**src/rtl/trace_event_trigger.sv**
```systemverilog
module trace_event_trigger (
  input  logic        clk,
  input  logic        rst_n,
  input  logic        cfg_we,
  input  logic [31:0] cfg_wdata,
  output logic [31:0] cfg_rdata,
  input  logic        txn_valid,
  input  logic        txn_write,
  input  logic [3:0]  trap_hit,
  input  logic [3:0]  txn_req_id,
  input  logic [3:0]  txn_data_id,
  input  logic [3:0]  txn_resp_id,
  input  logic        irq_trace_a,
  input  logic        irq_trace_b,
  input  logic        debug_n,
  output logic        event_o
);

  logic [23:0] cfg;
  logic [7:0]  init_cnt, cnt;
  logic        irq_seen, dbg_seen, dbg_s1, dbg_s2;

  wire [3:0] trap_sel  = cfg[3:0];
  wire       req_en    = cfg[4];
  wire       data_en   = cfg[5];
  wire       resp_en   = cfg[6];
  wire       irq_en    = cfg[7];
  wire       dbg_en    = cfg[9];
  wire       wr_only   = cfg[10];
  wire       rd_only   = cfg[11];

  wire bus_armed = |cfg[6:0] | wr_only | rd_only;
  wire addr_ok = (trap_sel == 4'd0 || (trap_sel & trap_hit) != 4'd0) &&
                 (!req_en || txn_req_id == cfg[15:12]);
  wire data_ok = (!data_en || txn_data_id == cfg[23:20]) &&
                 (!resp_en || txn_resp_id == cfg[19:16]);
  wire dir_ok  = (!wr_only || txn_write) && (!rd_only || !txn_write);
  wire bus_cond = bus_armed && txn_valid && addr_ok && data_ok && dir_ok;

  wire irq_any   = irq_trace_a | irq_trace_b;
  wire irq_pulse = irq_en && irq_any && !irq_seen;
  wire dbg_low   = !dbg_s2;
  wire dbg_pulse = dbg_en && dbg_low && !dbg_seen;
  wire cond      = bus_cond | irq_pulse | dbg_pulse;

  assign cfg_rdata = {cnt, cfg};

  always_ff @(posedge clk or negedge rst_n) begin
    if (!rst_n) begin
      dbg_s1   <= 1'b1;
      dbg_s2   <= 1'b1;
      irq_seen <= 1'b0;
      dbg_seen <= 1'b0;
    end else begin
      dbg_s1   <= debug_n;
      dbg_s2   <= dbg_s1;
      irq_seen <= irq_any;
      dbg_seen <= dbg_low;
    end
  end

  always_ff @(posedge clk or negedge rst_n) begin
    if (!rst_n) begin
      cfg      <= '0;
      init_cnt <= '0;
      cnt      <= '0;
      event_o  <= 1'b0;
    end else if (cfg_we) begin
      cfg      <= cfg_wdata[23:0] & 24'hFF_FEFF;
      init_cnt <= cfg_wdata[31:24];
      cnt      <= cfg_wdata[31:24];
      event_o  <= 1'b0;
    end else if (cond && cnt == 8'd0) begin
      cnt      <= init_cnt;
      event_o  <= 1'b1;
    end else begin
      if (cond) cnt <= cnt - 8'd1;
      event_o  <= 1'b0;
    end
  end

  a_r10_decrement: assert property (@(posedge clk) disable iff (!rst_n)
    (!cfg_we && cond && cnt != 8'd0) |=> (cnt == $past(cnt) - 8'd1) && !event_o);
  a_r10_reload: assert property (@(posedge clk) disable iff (!rst_n)
    (!cfg_we && cond && cnt == 8'd0) |=> event_o && cnt == init_cnt);
  a_r11_write_load: assert property (@(posedge clk) disable iff (!rst_n)
    cfg_we |=> (cnt == $past(cfg_wdata[31:24])) && !event_o);
  a_r8_irq_once: assert property (@(posedge clk) disable iff (!rst_n)
    irq_pulse |=> !irq_pulse);
  a_r9_dbg_once: assert property (@(posedge clk) disable iff (!rst_n)
    dbg_pulse |=> !dbg_pulse);
  a_r2_reserved_zero: assert property (@(posedge clk) disable iff (!rst_n)
    cfg_rdata[8] == 1'b0);

endmodule

```
**config.mk**
```make
export PLATFORM = sky130hd
export DESIGN_NAME = trace_event_trigger
export DESIGN_NICKNAME = d
export VERILOG_FILES = /design/src/rtl/trace_event_trigger.sv
export SDC_FILE = /design/constraint.sdc
export NUM_CORES = 1
export LEC_CHECK = 0
export ABC_CLOCK_PERIOD_IN_PS = 2800
export BUFFER_PORTS_ARGS = -buffer_cell sky130_fd_sc_hd__buf_2
export CAP_MARGIN = 20
export CORE_MARGIN = 10
export CORE_UTILIZATION = 45
export CTS_CLUSTER_DIAMETER = 60
export DETAILED_ROUTE_END_ITERATION = 6
export PLACE_DENSITY = 0.76
export SYNTH_ARGS = -nofsm -noshare
export SYNTH_HDL_FRONTEND = slang
export SYNTH_SLANG_ARGS = --single-unit
```
**constraint.sdc**
```tcl
create_clock -name clk -period 2.8 [get_ports clk]
set_input_delay 0 -clock clk [delete_from_list [all_inputs] [get_ports clk]]
set_output_delay 0 -clock clk [all_outputs]
set_load 0.02 [all_outputs]
```
==> impl_results.md <==
* Clk pwr share at 0.301
* Combinational share of power at 0.255
* Post-synth EDFFs at 0
* Register share of total power at 0.445
* Die X at between 90 and 100 um
* Deepest clock path buffer count at 2
* Switching share of power at 0.299
* Worst slew pin tran at 1040 ps
* Synth top area share at 0.476
* Post-synthesis cell type count at 46
* Commonest non-fill, non-tap cells in the layout: buf_2, dfrtp_1, dlygate4sd3_1
* P_int at between 1 and 1.5 mW
* Critical path arrival at 2360 ps
* FMAX at 452 MHz
* CTS tree: yes
* Final net count at ~370
* HP Class: input pin to flip-flop
* CP Launch Type: flip-flop
* Crit path time final at 2210 ps
* Post-DRT Antenna Nets at 0
* Slowest cell on crit path: o41a_1
* Period utilisation layout at 0.790
* Vias per inst at 4.96
* Top cells by area, synth: dfrtp_1, mux2_1, xor2_1, mux2i_1, dfstp_2
* R2R depth at 6
* CP peak stage delay at 450 ps
* Net Sw Power at 0.524 mW
* Initial detailed-routing violation count at between 100 and 150
* Drt total wl at 5.92 mm
* Final setup viols at 0
* DIE HEIGHT at 90.0 um
* Final Power at 1.75 mW
* CP Data Required Time at 2950 ps
* RSZ-0062 raised after global routing: no
* Die area at 8100 um2
* Length of the first detailed-routing pass in iterations at 4
* Outcome: completed
* Largest net degree at the start of global routing at 54
* Starting density of the core at 0.467
* Critical path endpoint category: flip-flop
* Max cap viols at 0
* Cell breakdown of the critical path: xor2_1, o41a_1, a311oi_2, a21bo_1, mux2i_1, o21ai_1
* Layout cells sized above 1 at 0.342
* WHS at 234 ps
* Clock Sinks at 44
* Congestion Overflow GR at 0
* Total CTS buffers at 5
* Detail Placement HPWL at 4.15 mm
* WL per Instance at 15.7 um
* Worst path buffer plus inverter count at 0
* Yosys top cell by area: dfrtp_1
* Yosys Warn Count at 0
* Finished Cell Area at 3140 um2
* Fraction of registers with async set/reset at 1.00
* Delay-heaviest family, CP: compound AO/OA/AOI/OAI gates
* Seq/Total Area, Yosys at 0.500
* Mapped Cells at 192
* Finished Layout Cells at 377
* Flip-flop and latch count after synthesis at 44
* TNS Setup at 0 ps
* Final GP Congestion at between 0.7 and 0.8
* I/O pin count at a little under 90
* Placed cell areas at between 2000 and 3000 um2
* Core area at 4720 um2
* CTS root buf: clkbuf_8
* Clock Latency Late Sink at 300 ps
* Initial antenna violation count at 0
* Ant diodes at 0
* Average size of a mapped cell at 11.5 um2
* Dominant synthesized flop cell: dfrtp_1
* Max-slew violations at 0
* PwrDens at 557 nW/um2
* Tot GR Track Use at 0.147
* Vias in the first global route at ~2000
* DP Cell Count at 334
* Std cell rows at 25
* Port bufs at 86
* Max Clock Skew at between 8 and 9 ps
* Setup bufs post-CTS at 0
* Kind of critical path: flip-flop to flip-flop
* H-tree depth reported by CTS at 2
* Max IR drop VDD at 348 uV
* Vias at 1870
* Hold Fails Final Rpt at 0
* Number of cells on the critical path at 6
* Post-Syn Area at 2210 um2
* First-pass GRT wire length at 9.94 mm
* Worst-path maximum fanout at 10
* Post-Syn Nets at 250
* WHS Path Cells at 5
* Layout area overhead at 42.4%
* DRC Markers at 0
* LEAKAGE at 1.48 nW
* Commonest non-fill, non-tap cell in the layout: buf_2
* Clk slew on worst S/H paths at 80 ps
* Slew margin rel. at 0.308
## worst min-delay path, stage by stage
cell	delay [ps]
buf_2	100
nand2_1	50
a21oi_1	70
nand2_1	150
o311ai_1	120
## logic make-up after synthesis
kind of cell / synth area share
mux: 0.170
compound gates: 0.120
buf+inv: 0.0459
flops: 0.500
simple gates: 0.0947
other cells: 0.00170
xor+xnor: 0.0556
fa+ha+maj: 0.0113
## layout make-up
| class | count | area (um2) |
|---|---|---|
| clock inverter | 1 | 30.0 |
| timing repair buffer | 121 | 781 |
| inverter | 12 | 45.0 |
| clock buffer | 7 | 96.3 |
| fill | 356 | 1580 |
| sequential | 44 | 1100 |
| multi-input combinational | 125 | 1000 |
| tap | 67 | 83.8 |
## per-stage QoR
stage	setup WS [ps]	util
2_1_floorplan	675	-
3_3_place_gp	632	0.564
3_5_place_dp	582	0.564
4_1_cts	562	0.665
5_1_grt	427	0.665
6_report	588	0.665
## power groups by stage
stage | Clock [mW] | Combinational (mW) | Sequential, mW
after floorplan | 0 | 0.213 | 0.830
after global placement | 0 | 0.399 | 0.784
after detailed placement | 0 | 0.409 | 0.788
after CTS | 0.545 | 0.449 | 0.776
after global routing | 0.568 | 0.491 | 0.790
final | 0.526 | 0.445 | 0.778
## sequential cells by signal, indices dropped and copies added, names as in the netlist
signal / flops
cfg: 23
cnt: 8
init_cnt: 8
dbg_s1: 1
dbg_s2: 1
dbg_seen: 1
event_o: 1
irq_seen: 1
## path summary, 6_finish.rpt
check                                from  slack [ps]     end
worst max-delay path              cfg[15]         590  cnt[5]
worst min-delay path            txn_valid         230  cnt[1]
worst max register to register    cfg[15]         590  cnt[5]
worst min register to register     dbg_s1         360  dbg_s2
max in group asynchronous           rst_n        1810  cnt[2]
min in group asynchronous           rst_n         390  cfg[3]
## metal layers
layer	GRT usage	wire [um]
met1	0.151	2330
met3	0.0474	322
met4	0.0411	65
met2	0.277	3200
met5	0	0
## Yosys cell counts (2+ instances only)
cell and number:
nand2_1 13, nor3_1 4, buf_4 2, o21ai_0 4
xor2_1 9, nor2_1 4, o21ai_1 2, a22oi_1 2
mux2_1 24, xnor2_1 5, mux2_2 4, o311ai_1 5
a31oi_1 2, or4_1 2, a21oi_1 9, o41a_1 2
o211ai_1 2, dfrtp_1 42, clkbuf_1 8, nor2b_1 2
o22ai_1 2, nor3b_1 2, ha_1 2, mux2i_1 6
dfstp_2 2, inv_1 11
## what timing repair did
action,CTS,global route
resized for setup,0,0
hold buffers,35,0
hold endpoints to repair,83,0
Note: power is estimated with default switching activity, not from simulation.
